### src/rtl/dds_pkg.sv
package dds_pkg;
  typedef enum logic [2:0] {
    MODE_TONE  = 3'b000,
    MODE_FSK   = 3'b001,
    MODE_RFSK  = 3'b010,
    MODE_CHIRP = 3'b011,
    MODE_BPSK  = 3'b100
  } dds_mode_e;
endpackage

### src/rtl/dds_rate_timer.sv
module dds_rate_timer #(
  parameter int RATE_W = 16
) (
  input  logic              clk_i,
  input  logic              rst_ni,
  input  logic              clr_i,
  input  logic              en_i,
  input  logic [RATE_W-1:0] rate_i,
  output logic              tick_o
);
  logic [RATE_W-1:0] cnt_q;

  // >= so that lowering the rate mid-count never waits for a wrap
  assign tick_o = en_i && !clr_i && (cnt_q >= rate_i);

  always_ff @(posedge clk_i or negedge rst_ni) begin
    if (!rst_ni)      cnt_q <= '0;
    else if (clr_i)   cnt_q <= '0;
    else if (tick_o)  cnt_q <= '0;
    else if (en_i)    cnt_q <= cnt_q + 1'b1;
  end
endmodule

### src/rtl/dds_freq_ctrl.sv
module dds_freq_ctrl
  import dds_pkg::*;
#(
  parameter int ACC_W  = 48,
  parameter int RATE_W = 16
) (
  input  logic              clk_i,
  input  logic              rst_ni,
  input  logic [2:0]        mode_i,
  input  logic              pin_i,
  input  logic [ACC_W-1:0]  ftw1_i,
  input  logic [ACC_W-1:0]  ftw2_i,
  input  logic [ACC_W-1:0]  dfw_i,
  input  logic [RATE_W-1:0] rate_i,
  output logic [ACC_W-1:0]  freq_o,
  output logic [2:0]        mode_o
);
  logic [2:0]       mode_q;
  logic             entry, tmr_en, tick;
  logic [ACC_W-1:0] freq_q, freq_d, target, step_up, step_dn, ramp_nxt, gap_dn;
  logic [ACC_W:0]   up_sum;

  assign entry  = (mode_i != mode_q);
  assign tmr_en = (mode_i == MODE_RFSK) || ((mode_i == MODE_CHIRP) && !pin_i);

  dds_rate_timer #(.RATE_W(RATE_W)) i_tmr (
    .clk_i  (clk_i),
    .rst_ni (rst_ni),
    .clr_i  (entry),
    .en_i   (tmr_en),
    .rate_i (rate_i),
    .tick_o (tick)
  );

  always_comb begin
    target  = pin_i ? ftw2_i : ftw1_i;
    up_sum  = {1'b0, freq_q} + {1'b0, dfw_i};
    step_up = (up_sum > {1'b0, target}) ? target : up_sum[ACC_W-1:0];
    gap_dn  = freq_q - target;
    step_dn = (gap_dn <= dfw_i) ? target : freq_q - dfw_i;
    if (freq_q < target)      ramp_nxt = step_up;
    else if (freq_q > target) ramp_nxt = step_dn;
    else                      ramp_nxt = freq_q;

    case (mode_i)
      MODE_FSK:   freq_d = target;
      MODE_RFSK:  freq_d = entry ? ftw1_i : (tick ? ramp_nxt : freq_q);
      MODE_CHIRP: freq_d = entry ? ftw1_i : (tick ? freq_q + dfw_i : freq_q);
      default:    freq_d = ftw1_i;
    endcase
  end

  always_ff @(posedge clk_i or negedge rst_ni) begin
    if (!rst_ni) begin
      freq_q <= '0;
      mode_q <= MODE_TONE;
    end else begin
      freq_q <= freq_d;
      mode_q <= mode_i;
    end
  end

  assign freq_o = freq_q;
  assign mode_o = mode_q;
endmodule

### src/rtl/dds_phase_acc.sv
module dds_phase_acc #(
  parameter int ACC_W = 48,
  parameter int OUT_W = 17
) (
  input  logic             clk_i,
  input  logic             rst_ni,
  input  logic [ACC_W-1:0] freq_i,
  output logic [OUT_W-1:0] acc_top_o
);
  logic [ACC_W-1:0] acc_q;

  // never cleared except by reset: frequency changes are phase continuous
  always_ff @(posedge clk_i or negedge rst_ni) begin
    if (!rst_ni) acc_q <= '0;
    else         acc_q <= acc_q + freq_i;
  end

  assign acc_top_o = acc_q[ACC_W-1 -: OUT_W];
endmodule

### src/rtl/dds_phase_out.sv
module dds_phase_out
  import dds_pkg::*;
#(
  parameter int OUT_W  = 17,
  parameter int POFF_W = 14
) (
  input  logic              clk_i,
  input  logic              rst_ni,
  input  logic [2:0]        mode_i,
  input  logic              pin_i,
  input  logic [POFF_W-1:0] poff1_i,
  input  logic [POFF_W-1:0] poff2_i,
  input  logic [OUT_W-1:0]  acc_top_i,
  output logic [OUT_W-1:0]  phase_i_o,
  output logic [OUT_W-1:0]  phase_q_o
);
  localparam int              SHIFT   = OUT_W - POFF_W;
  localparam logic [OUT_W-1:0] QUARTER = OUT_W'(1) << (OUT_W - 2);

  logic [POFF_W-1:0] poff_q;
  logic [OUT_W-1:0]  poff_ext;

  always_ff @(posedge clk_i or negedge rst_ni) begin
    if (!rst_ni) poff_q <= '0;
    else         poff_q <= ((mode_i == MODE_BPSK) && pin_i) ? poff2_i : poff1_i;
  end

  // offset is left-aligned to the accumulator MSB; below bit ACC_W-OUT_W+SHIFT it is zero
  assign poff_ext = OUT_W'(poff_q) << SHIFT;

  // channel 0: cosine (I), channel 1: sine (Q)
  for (genvar c = 0; c < 2; c++) begin : g_ch
    localparam logic [OUT_W-1:0] CH_OFF = (c == 0) ? QUARTER : '0;
    logic [OUT_W-1:0] ph_r;
    always_ff @(posedge clk_i or negedge rst_ni) begin
      if (!rst_ni) ph_r <= CH_OFF;
      else         ph_r <= acc_top_i + poff_ext + CH_OFF;
    end
  end

  assign phase_i_o = g_ch[0].ph_r;
  assign phase_q_o = g_ch[1].ph_r;
endmodule

### src/rtl/dds_phase_core.sv
module dds_phase_core #(
  parameter int ACC_W  = 48,
  parameter int POFF_W = 14,
  parameter int OUT_W  = 17,
  parameter int RATE_W = 16
) (
  input  logic              clk_i,
  input  logic              rst_ni,
  input  logic [2:0]        mode_i,
  input  logic              ctl_pin_i,
  input  logic [ACC_W-1:0]  ftw1_i,
  input  logic [ACC_W-1:0]  ftw2_i,
  input  logic [ACC_W-1:0]  dfw_i,
  input  logic [RATE_W-1:0] rate_i,
  input  logic [POFF_W-1:0] poff1_i,
  input  logic [POFF_W-1:0] poff2_i,
  output logic [OUT_W-1:0]  phase_i_o,
  output logic [OUT_W-1:0]  phase_q_o
);
  logic [ACC_W-1:0] act_ftw;
  logic [2:0]       mode_q;
  logic [OUT_W-1:0] acc_top;

  dds_freq_ctrl #(.ACC_W(ACC_W), .RATE_W(RATE_W)) i_freq (
    .clk_i  (clk_i),
    .rst_ni (rst_ni),
    .mode_i (mode_i),
    .pin_i  (ctl_pin_i),
    .ftw1_i (ftw1_i),
    .ftw2_i (ftw2_i),
    .dfw_i  (dfw_i),
    .rate_i (rate_i),
    .freq_o (act_ftw),
    .mode_o (mode_q)
  );

  dds_phase_acc #(.ACC_W(ACC_W), .OUT_W(OUT_W)) i_acc (
    .clk_i     (clk_i),
    .rst_ni    (rst_ni),
    .freq_i    (act_ftw),
    .acc_top_o (acc_top)
  );

  dds_phase_out #(.OUT_W(OUT_W), .POFF_W(POFF_W)) i_out (
    .clk_i     (clk_i),
    .rst_ni    (rst_ni),
    .mode_i    (mode_i),
    .pin_i     (ctl_pin_i),
    .poff1_i   (poff1_i),
    .poff2_i   (poff2_i),
    .acc_top_i (acc_top),
    .phase_i_o (phase_i_o),
    .phase_q_o (phase_q_o)
  );
endmodule

### config.mk
export PLATFORM = sky130hd
export DESIGN_NAME = dds_phase_core
export DESIGN_NICKNAME = d
export VERILOG_FILES = /design/src/rtl/dds_pkg.sv /design/src/rtl/dds_rate_timer.sv /design/src/rtl/dds_freq_ctrl.sv /design/src/rtl/dds_phase_acc.sv /design/src/rtl/dds_phase_out.sv /design/src/rtl/dds_phase_core.sv
export SDC_FILE = /design/constraint.sdc
export NUM_CORES = 1
export LEC_CHECK = 0
export BUFFER_PORTS_ARGS = -buffer_cell sky130_fd_sc_hd__buf_2
export CORE_AREA = 8 8 232 234
export CTS_BUF_LIST = sky130_fd_sc_hd__clkbuf_8
export DETAILED_ROUTE_END_ITERATION = 7
export DIE_AREA = 0 0 240 242
export GPL_ROUTABILITY_DRIVEN = 0
export SETUP_SLACK_MARGIN = 0.05
export SLEW_MARGIN = 20
export SYNTH_ARGS = -nofsm -noshare
export SYNTH_HDL_FRONTEND = slang
export SYNTH_HIERARCHICAL = 1
export SYNTH_SLANG_ARGS = --single-unit
### constraint.sdc
create_clock -name clk_i -period 8.1 [get_ports clk_i]
set_clock_uncertainty 0.05 [all_clocks]
set_input_delay 0.81 -clock clk_i [delete_from_list [all_inputs] [get_ports clk_i]]
set_output_delay 0.81 -clock clk_i [all_outputs]
set_load 0.01 [all_outputs]
==> run_results.csv, run 1 <==
group,metric,value,unit
final_layout,postLayoutCoreUtil,0.4795,
clock_network,clock_sinks,148,
floorplanning,start_util,0.4399,
global_routing,grt_pass1_vias,22910,
final_layout,fillers,5166,
sta,period_minus_slack,7.757,ns
placement,placed_cells,3663,
clock_network,cts_buffers,17,
logic_synthesis,syn_area_per_cell,7.766,um^2
clock_network,hold_buffers,0,
floorplanning,pin_count,228,
route,vias_per_cell,6.427,
global_routing,antenna_found_initial,1,
floorplanning,rows,83,
logic_synthesis,ys_seq_elements,148,
floorplanning,die_w,240,um
clock_network,postCtsSetupRepairBufs,0,
logic_synthesis,synth-edff-count,0,
final_layout,ff_latch_area,0.003705,mm^2
logic_synthesis,yosysSeqAreaShare,0.1669,
route,antenna_left,0,
pwr,powerDensity,269.5,mW/mm^2
worst_setup_path,r2r_cells,24,
final_layout,stdcell_count,3696,
sta,setup_tns,0,ns
worst_setup_path,setup.worst_path.end,"i_freq/freq_o[18]",
pwr,irDropWorstVdd,0.1705,mV
floorplanning,core_area,0.05047,mm^2
sta,fin_crit_sh,0.9577,
placement,dpl.hpwl,72340,um
worst_setup_path,cp-start-kind,"flop",
worst_setup_path,reg2reg_slack,0.34,ns
worst_setup_path,setup.worst_path.start,"i_freq/freq_o[11]",
global_routing,grtUsageTotal,0.2948,
clock_network,cts_buffer_depth,2,
worst_setup_path,worstReg2RegEnd,"i_freq/freq_o[18]",
logic_synthesis,synth.distinct_cells,106,
final_layout,area_growth,9.006,%
sta,maxSlewHeadroom,0.2074,
sta,rsz0062_at_grt,"false",
worst_setup_path,r2r_start,"i_freq/freq_o[11]",
clock_network,cts_tree,"done",
clock_network,cts.htree.levels,4,
final_layout,final_nets,3517,
sta,finalHoldViolCount,0,
status,violations,"design-rule violations",
clock_network,insertion_delay,0.50,ns
route,drt-initial-drc-count,2837,
sta,finalMaxSlewViolations,0,
worst_setup_path,worst_ep_required_time,8.42,ns
logic_synthesis,syn_nets,3374,
logic_synthesis,syn_inst,2859,
sta,setup-violations-final,0,
global_routing,grt_pass1_wl,134200,um
status,status,"finished with violations",
clock_network,cts_root_buf,"clkbuf_8",
final_layout,drive_gt1_frac,0.1353,
logic_synthesis,async_reset_ff_frac,1.000,
worst_setup_path,path_class,"flop to flop",
run,maxCapViolCount,0,
floorplanning,die_h,242,um
pwr,power_leakage,0.01098,uW
route,vias,23760,
clock_network,cts-resized-gates,0,
route,routedWlPerCell,24.24,um
logic_synthesis,synth_warnings,6,
global_routing,grt_max_degree,78,
clock_network,path_clk_slew,0.12,ns
worst_setup_path,cp-end-kind,"flop",
placement,io_buffers,227,
logic_synthesis,syn_area,0.02220,mm^2
route,drc,1,
worst_setup_path,worstPathArrival,8.08,ns
worst_setup_path,path_max_fanout,17,
global_routing,overflow,0,
logic_synthesis,synthFlopType,"dfrtp_1",
sta,fmax,0.1289,GHz
route,drt_first_pass_iters,8,
final_layout,multi_input_area,0.01710,mm^2
sta,worst_pin_slew,1.178,ns
worst_hold_path,hold_path.class,"primary input to async pin",
route,drt_wl_total,89590,um
floorplanning,die_area,0.05808,mm^2
-- cell usage in the layout (no fill, tap or decap), types with 17 or more instances in the layout --
master    instances
mux2i_1          42
nor4_1           18
o211ai_1         23
o221ai_1         24
a21oi_1         293
o22ai_1          27
a221oi_1         26
buf_2           225
nor3_1           46
inv_1           175
nand2_1         222
xor2_1           50
xnor2_1         148
nand2b_1         22
and3_1           19
nand3_1          60
buf_4            45
nor2b_1          28
mux2_2           24
o21a_1           19
a31oi_1          38
nor2_1          247
clkbuf_8         17
dfrtp_1         147
o21bai_1         45
o31ai_1          30
o21ai_0         134
nand4_1          59
a211oi_1         44
a21o_1           88
o21ai_1          30
ha_1            316
-- routing by layer --
layer | wire length (um) | track usage
met3 | 9606 | 0.07541
met5 | 0 | 0
met1 | 36080 | 0.3762
met2 | 37950 | 0.4481
met4 | 5951 | 0.1633
-- worst max-delay path, cell delays in order (launching register included) --
cell and delay (ns):
dfrtp_1 0.55, ha_1 0.65, or3b_1 0.39, a311oi_1 0.37, nor2_1 0.08, a21oi_1 0.46, o211ai_1 0.39, a31oi_1 0.50
o21ai_1 0.27, a311o_1 0.37, a21oi_1 0.18, xor2_1 0.33, inv_1 0.10, ha_1 0.33, a21o_1 0.24, nor3_1 0.28
o211ai_1 0.13, a2111o_1 0.36, a21oi_1 0.32, nand2_1 0.30, buf_4 0.31, o221ai_1 0.28, o221ai_1 0.15, nor2_1 0.17
nor2_1 0.06
-- final cells by class --
type / count / area share
repair buffers: 272 / 0.06142
flip-flops and latches: 148 / 0.1531
clock buffers: 17 / 0.009668
inverters: 179 / 0.02776
clock inverters: 15 / 0.006411
well taps: 680 / 0.03515
multi-input cells: 2384 / 0.7064
diodes: 1 / 0.0001034
-- synth_stat cells, types with 44 or more instances --
cell type	number	area, um^2
nand4_1	59	369.1
o21ai_0	134	670.6
dfrtp_1	147	3679
nand2_1	222	833.3
xor2_1	50	437.9
nor3_1	47	235.2
nor2_1	249	934.7
xnor2_1	148	1296
a211oi_1	44	330.3
a21oi_1	293	1466
ha_1	316	3954
nand3_1	60	300.3
clkbuf_1	79	296.5
a21o_1	89	668.1
inv_1	173	649.4
o21bai_1	45	337.8
-- power breakdown --
group	internal [uW]	leakage (uW)	switching, uW
Clock	276	0.000198	333
Sequential	978	0.00176	197
Combinational	1820	0.00902	2920
Total	3070	0.0110	3450
-- metrics by stage --
stage	hold WS, ns	area [um^2]	total power, uW	setup slack, ns
6_report	0.3104	24200	6523	0.3429
5_1_grt	0.3349	24200	7011	0.2851
4_1_cts	0.3136	24190	6421	0.6864
3_5_place_dp	0.3247	23800	5781	0.3348
3_3_place_gp	0.3157	23800	5715	0.4351
2_1_floorplan	0.3930	22200	4576	0.8353
-- state kept, by name, indices dropped and copies added (netlist names) --
signal and flops:
i_acc/acc_q 48, i_freq/freq_o 48, i_out/phase_i_o 17, i_freq/i_tmr/cnt_q 16, i_out/poff_q 14, i_freq/mode_o 3, i_out/phase_q_o 2
-- worst min-delay path by stage --
stage | from | endpoint | slack (ns) | cells after the start
2_1_floorplan | i_acc/acc_q[0] | i_acc/acc_q[0] | 0.39 | 1
4_1_cts | rst_ni | i_freq/freq_o[31] | 0.31 | 1
3_5_place_dp | i_acc/acc_q[32] | i_out/phase_i_o[1] | 0.32 | 0
5_1_grt | rst_ni | i_freq/freq_o[31] | 0.33 | 1
3_3_place_gp | i_acc/acc_q[32] | i_out/phase_i_o[1] | 0.32 | 0
6_report | rst_ni | i_freq/freq_o[31] | 0.31 | 1
-- cells by family after synthesis --
logic type / after synthesis / synth area share
mux: 67 / 0.03161
xor+xnor: 198 / 0.07811
flops: 148 / 0.1669
compound gates: 1007 / 0.3089
buf+inv: 327 / 0.06424
fa+ha+maj: 321 / 0.1826
simple gates: 791 / 0.1677
(Power assumes the default switching activity.)
==> run 2: changes to the inputs <==
Settings changed: ABC_AREA set to 1, CORE_AREA 8 8 232 234 to 8 8 254 256, DIE_AREA 0 0 240 242 to 0 0 262 264.
==> run 2 against run 1 <==
Critical path depth increased by 14. Utilization shrank 0.14 points. Clock power up 10%. Cell area grew 20%. Flip-flop and latch count did not move. Final cell count increased by 50%. Synthesized cell count up 61%. Synthesized area up 21%. Highest routed layer unchanged. Register-to-register slack gained 1.0 ns. Critical path type is now primary input to flop. The flow still finishes with violations (design-rule violations). Hold slack got worse by 0.13 ns.
==> run_results.csv, run 2 <==
group,metric,value,unit
worst_setup_path,path_common_cell,"nand2_1",
route,vias_per_cell,5.522,
logic_synthesis,syn_area,0.02695,mm^2
logic_synthesis,async_reset_ff_frac,1.000,
sta,hold_ws,0.1790,ns
logic_synthesis,syn_area_per_cell,5.850,um^2
run,maxCapViolCount,0,
logic_synthesis,synth_warnings,6,
sta,fin_crit_sh,0.8567,
clock_network,clock_sinks,148,
final_layout,area_growth,7.845,%
sta,finalMaxSlewViolations,0,
final_layout,final_nets,5264,
logic_synthesis,yosysSeqAreaShare,0.1374,
clock_network,path_clk_slew,0.12,ns
clock_network,cts_buffer_depth,2,
worst_setup_path,cp-start-kind,"primary input",
logic_synthesis,ys_seq_elements,148,
worst_setup_path,r2r_start,"i_freq/freq_o[0]",
logic_synthesis,synthMostInstantiatedCell,"nand2_1",
global_routing,overflow,0,
placement,dpl.hpwl,91840,um
pwr,power_leakage,0.01558,uW
global_routing,grt_max_degree,74,
worst_hold_path,hold_path.class,"primary input to async pin",
floorplanning,pin_count,228,
sta,worst_pin_slew,0.9529,ns
floorplanning,core_area,0.06080,mm^2
clock_network,cts.htree.levels,4,
route,drc,3,
sta,maxSlewHeadroom,0.3641,
pwr,finalPower,7175,uW
worst_setup_path,cpPeakStageDelay,0.47,ns
sta,setup-violations-final,0,
pwr,switching_share,0.5842,
pwr,powerDensity,246.8,mW/mm^2
clock_network,cts_buffers,17,
clock_network,cts_tree,"done",
worst_setup_path,worstPathArrival,7.28,ns
logic_synthesis,synth-edff-count,0,
worst_setup_path,slowest_stage,"o21ai_0",
pwr,irDropWorstVdd,0.1879,mV
sta,fmax,0.1441,GHz
logic_synthesis,synthFlopType,"dfrtp_1",
status,violations,"design-rule violations",
floorplanning,start_util,0.4433,
route,drt_first_pass_iters,8,
status,status,"finished with violations",
worst_setup_path,cp-end-kind,"flop",
worst_setup_path,r2r_cells,33,
worst_setup_path,path_max_fanout,22,
worst_setup_path,worstReg2RegEnd,"i_freq/freq_o[36]",
logic_synthesis,synthTopCellsByArea,"nand2_1 19%, ha_1 15%, dfrtp_1 14%, inv_1 9.4%, nor2_1 7.3%",
pwr,seqPwrFrac,0.164,
pwr,p_int,2983,uW
sta,rsz0062_at_grt,"false",
floorplanning,die_w,262,um
logic_synthesis,syn_inst,4608,
worst_setup_path,reg2reg_slack,1.39,ns
floorplanning,die_h,264,um
worst_setup_path,path_class,"primary input to flop",
worst_setup_path,worst_ep_required_time,8.44,ns
sta,setup_tns,0,ns
logic_synthesis,synth_top_area_share,0.1872,
global_routing,grtUsageTotal,0.3073,
clock_network,cts-resized-gates,0,
route,routedWlPerCell,19.79,um
global_routing,grt_pass1_vias,28610,
clock_network,hold_buffers,0,
pwr,switching_power,4192,uW
route,drt_wl_total,109900,um
logic_synthesis,yosys-top-cells-count,"1,344 x nand2_1, 672 x inv_1, 526 x nor2_1",
sta,finalHoldViolCount,0,
logic_synthesis,synth.distinct_cells,60,
route,antenna_left,0,
pwr,comb_power_share,0.742,
clock_network,cts_root_buf,"clkbuf_8",
final_layout,layout_common_cells,"1,343 x nand2_1, 672 x inv_1, 524 x nor2_1, 354 x a21oi_1, 316 x ha_1",
pwr,p_clk_frac,0.093,
final_layout,drive_gt1_frac,0.1035,
route,vias,30660,
route,drt-initial-drc-count,3140,
clock_network,postCtsSetupRepairBufs,0,
floorplanning,die_area,0.06917,mm^2
global_routing,grt_pass1_wl,164200,um
clock_network,insertion_delay,0.51,ns
placement,io_buffers,227,
floorplanning,rows,91,
final_layout,final_common_cell,"nand2_1",
logic_synthesis,yosysTopAreaCell,"nand2_1",
global_routing,antenna_found_initial,2,
sta,period_minus_slack,6.939,ns
logic_synthesis,syn_nets,5123,
==> run 2: cell count changes in the layout (fill, tap and decap cells not counted), moves of 28 or more <==
| cell | delta |
|---|---|
| a211oi_1 | -38 |
| a21o_1 | -70 |
| a21oi_1 | +61 |
| inv_1 | +497 |
| mux2i_1 | -38 |
| nand2_1 | +1121 |
| nand3_1 | +183 |
| nor2_1 | +277 |
| nor2_2 | +36 |
| nor2b_1 | -28 |
| o21ai_0 | +104 |
| o31ai_1 | -28 |
| xnor2_1 | -120 |
| xor2_1 | +79 |
==> run 2: kinds of logic (layout without fill, tap and decap cells) <==
kind of cell,after synthesis,count (layout),synth area share
DFF,148,148,0.1374
adders and majority gates,321,321,0.1504
and+or+nand+nor,2338,2338,0.3596
AOI/OAI and AO/OA,784,784,0.1673
muxes,18,18,0.007334
other,0,1,0
xor gates and xnor gates,157,157,0.05101
buffers and inverters,842,996,0.1269
==> run 2: worst max-delay path, delay by kind of cell <==
family | cells | cell delay, ns
xor gates and xnor gates | 1 | 0.16
buffers and inverters | 9 | 1.82
AOI/OAI and AO/OA | 9 | 2.05
and+or+nand+nor | 17 | 1.70
adders and majority gates | 2 | 0.73
==> run 2: metal layers <==
layer  share of wire  track usage  up-vias
li1                -            -    15010
met1            0.43       0.4211    14110
met2            0.45       0.4952     1343
met3           0.083      0.02862      199
met4           0.039       0.1157        0
met5               0            0        -
==> run 2: layout make-up <==
cell class	count	area, um^2
inverters	696	2613
flip-flops and latches	148	3705
repair buffers	268	1450
clock inverters	15	202.7
fillers	6694	31730
clock buffers	17	234.0
well taps	790	988.4
diodes	1	2.502
multi-input cells	3618	19870
==> run 2: power groups by stage <==
stage / registers (uW) / logic, uW / clock network (uW)
floorplan: 1110 / 3810 / 0
global placement: 1190 / 5180 / 0
detailed placement: 1190 / 5190 / 0
CTS: 1170 / 5220 / 685
global route: 1200 / 5920 / 709
finish: 1180 / 5330 / 670
==> run 2: metrics by stage <==
step	cells	worst slack, ns	util	instance area [um^2]
final	5553	1.161	0.4781	29070
after floorplan	4608	2.206	-	26950
after global routing	5553	0.5907	0.4781	29070
after detailed placement	5520	0.6978	0.4708	28630
after global placement	5520	0.8547	0.4708	28630
after CTS	5552	1.250	0.4780	29060
==> run 2: how the worst max path moves through the flow <==
| stage | to | depth (start not counted) | slack (ns) | from |
|---|---|---|---|---|
| final | i_freq/freq_o[45] | 38 | 1.16 | ctl_pin_i |
| after global routing | i_freq/freq_o[45] | 38 | 0.59 | ctl_pin_i |
| after global placement | i_freq/freq_o[45] | 38 | 0.85 | ctl_pin_i |
| after CTS | i_freq/freq_o[45] | 38 | 1.25 | ctl_pin_i |
| after floorplan | i_freq/freq_o[45] | 34 | 2.21 | ctl_pin_i |
| after detailed placement | i_freq/freq_o[45] | 38 | 0.70 | ctl_pin_i |
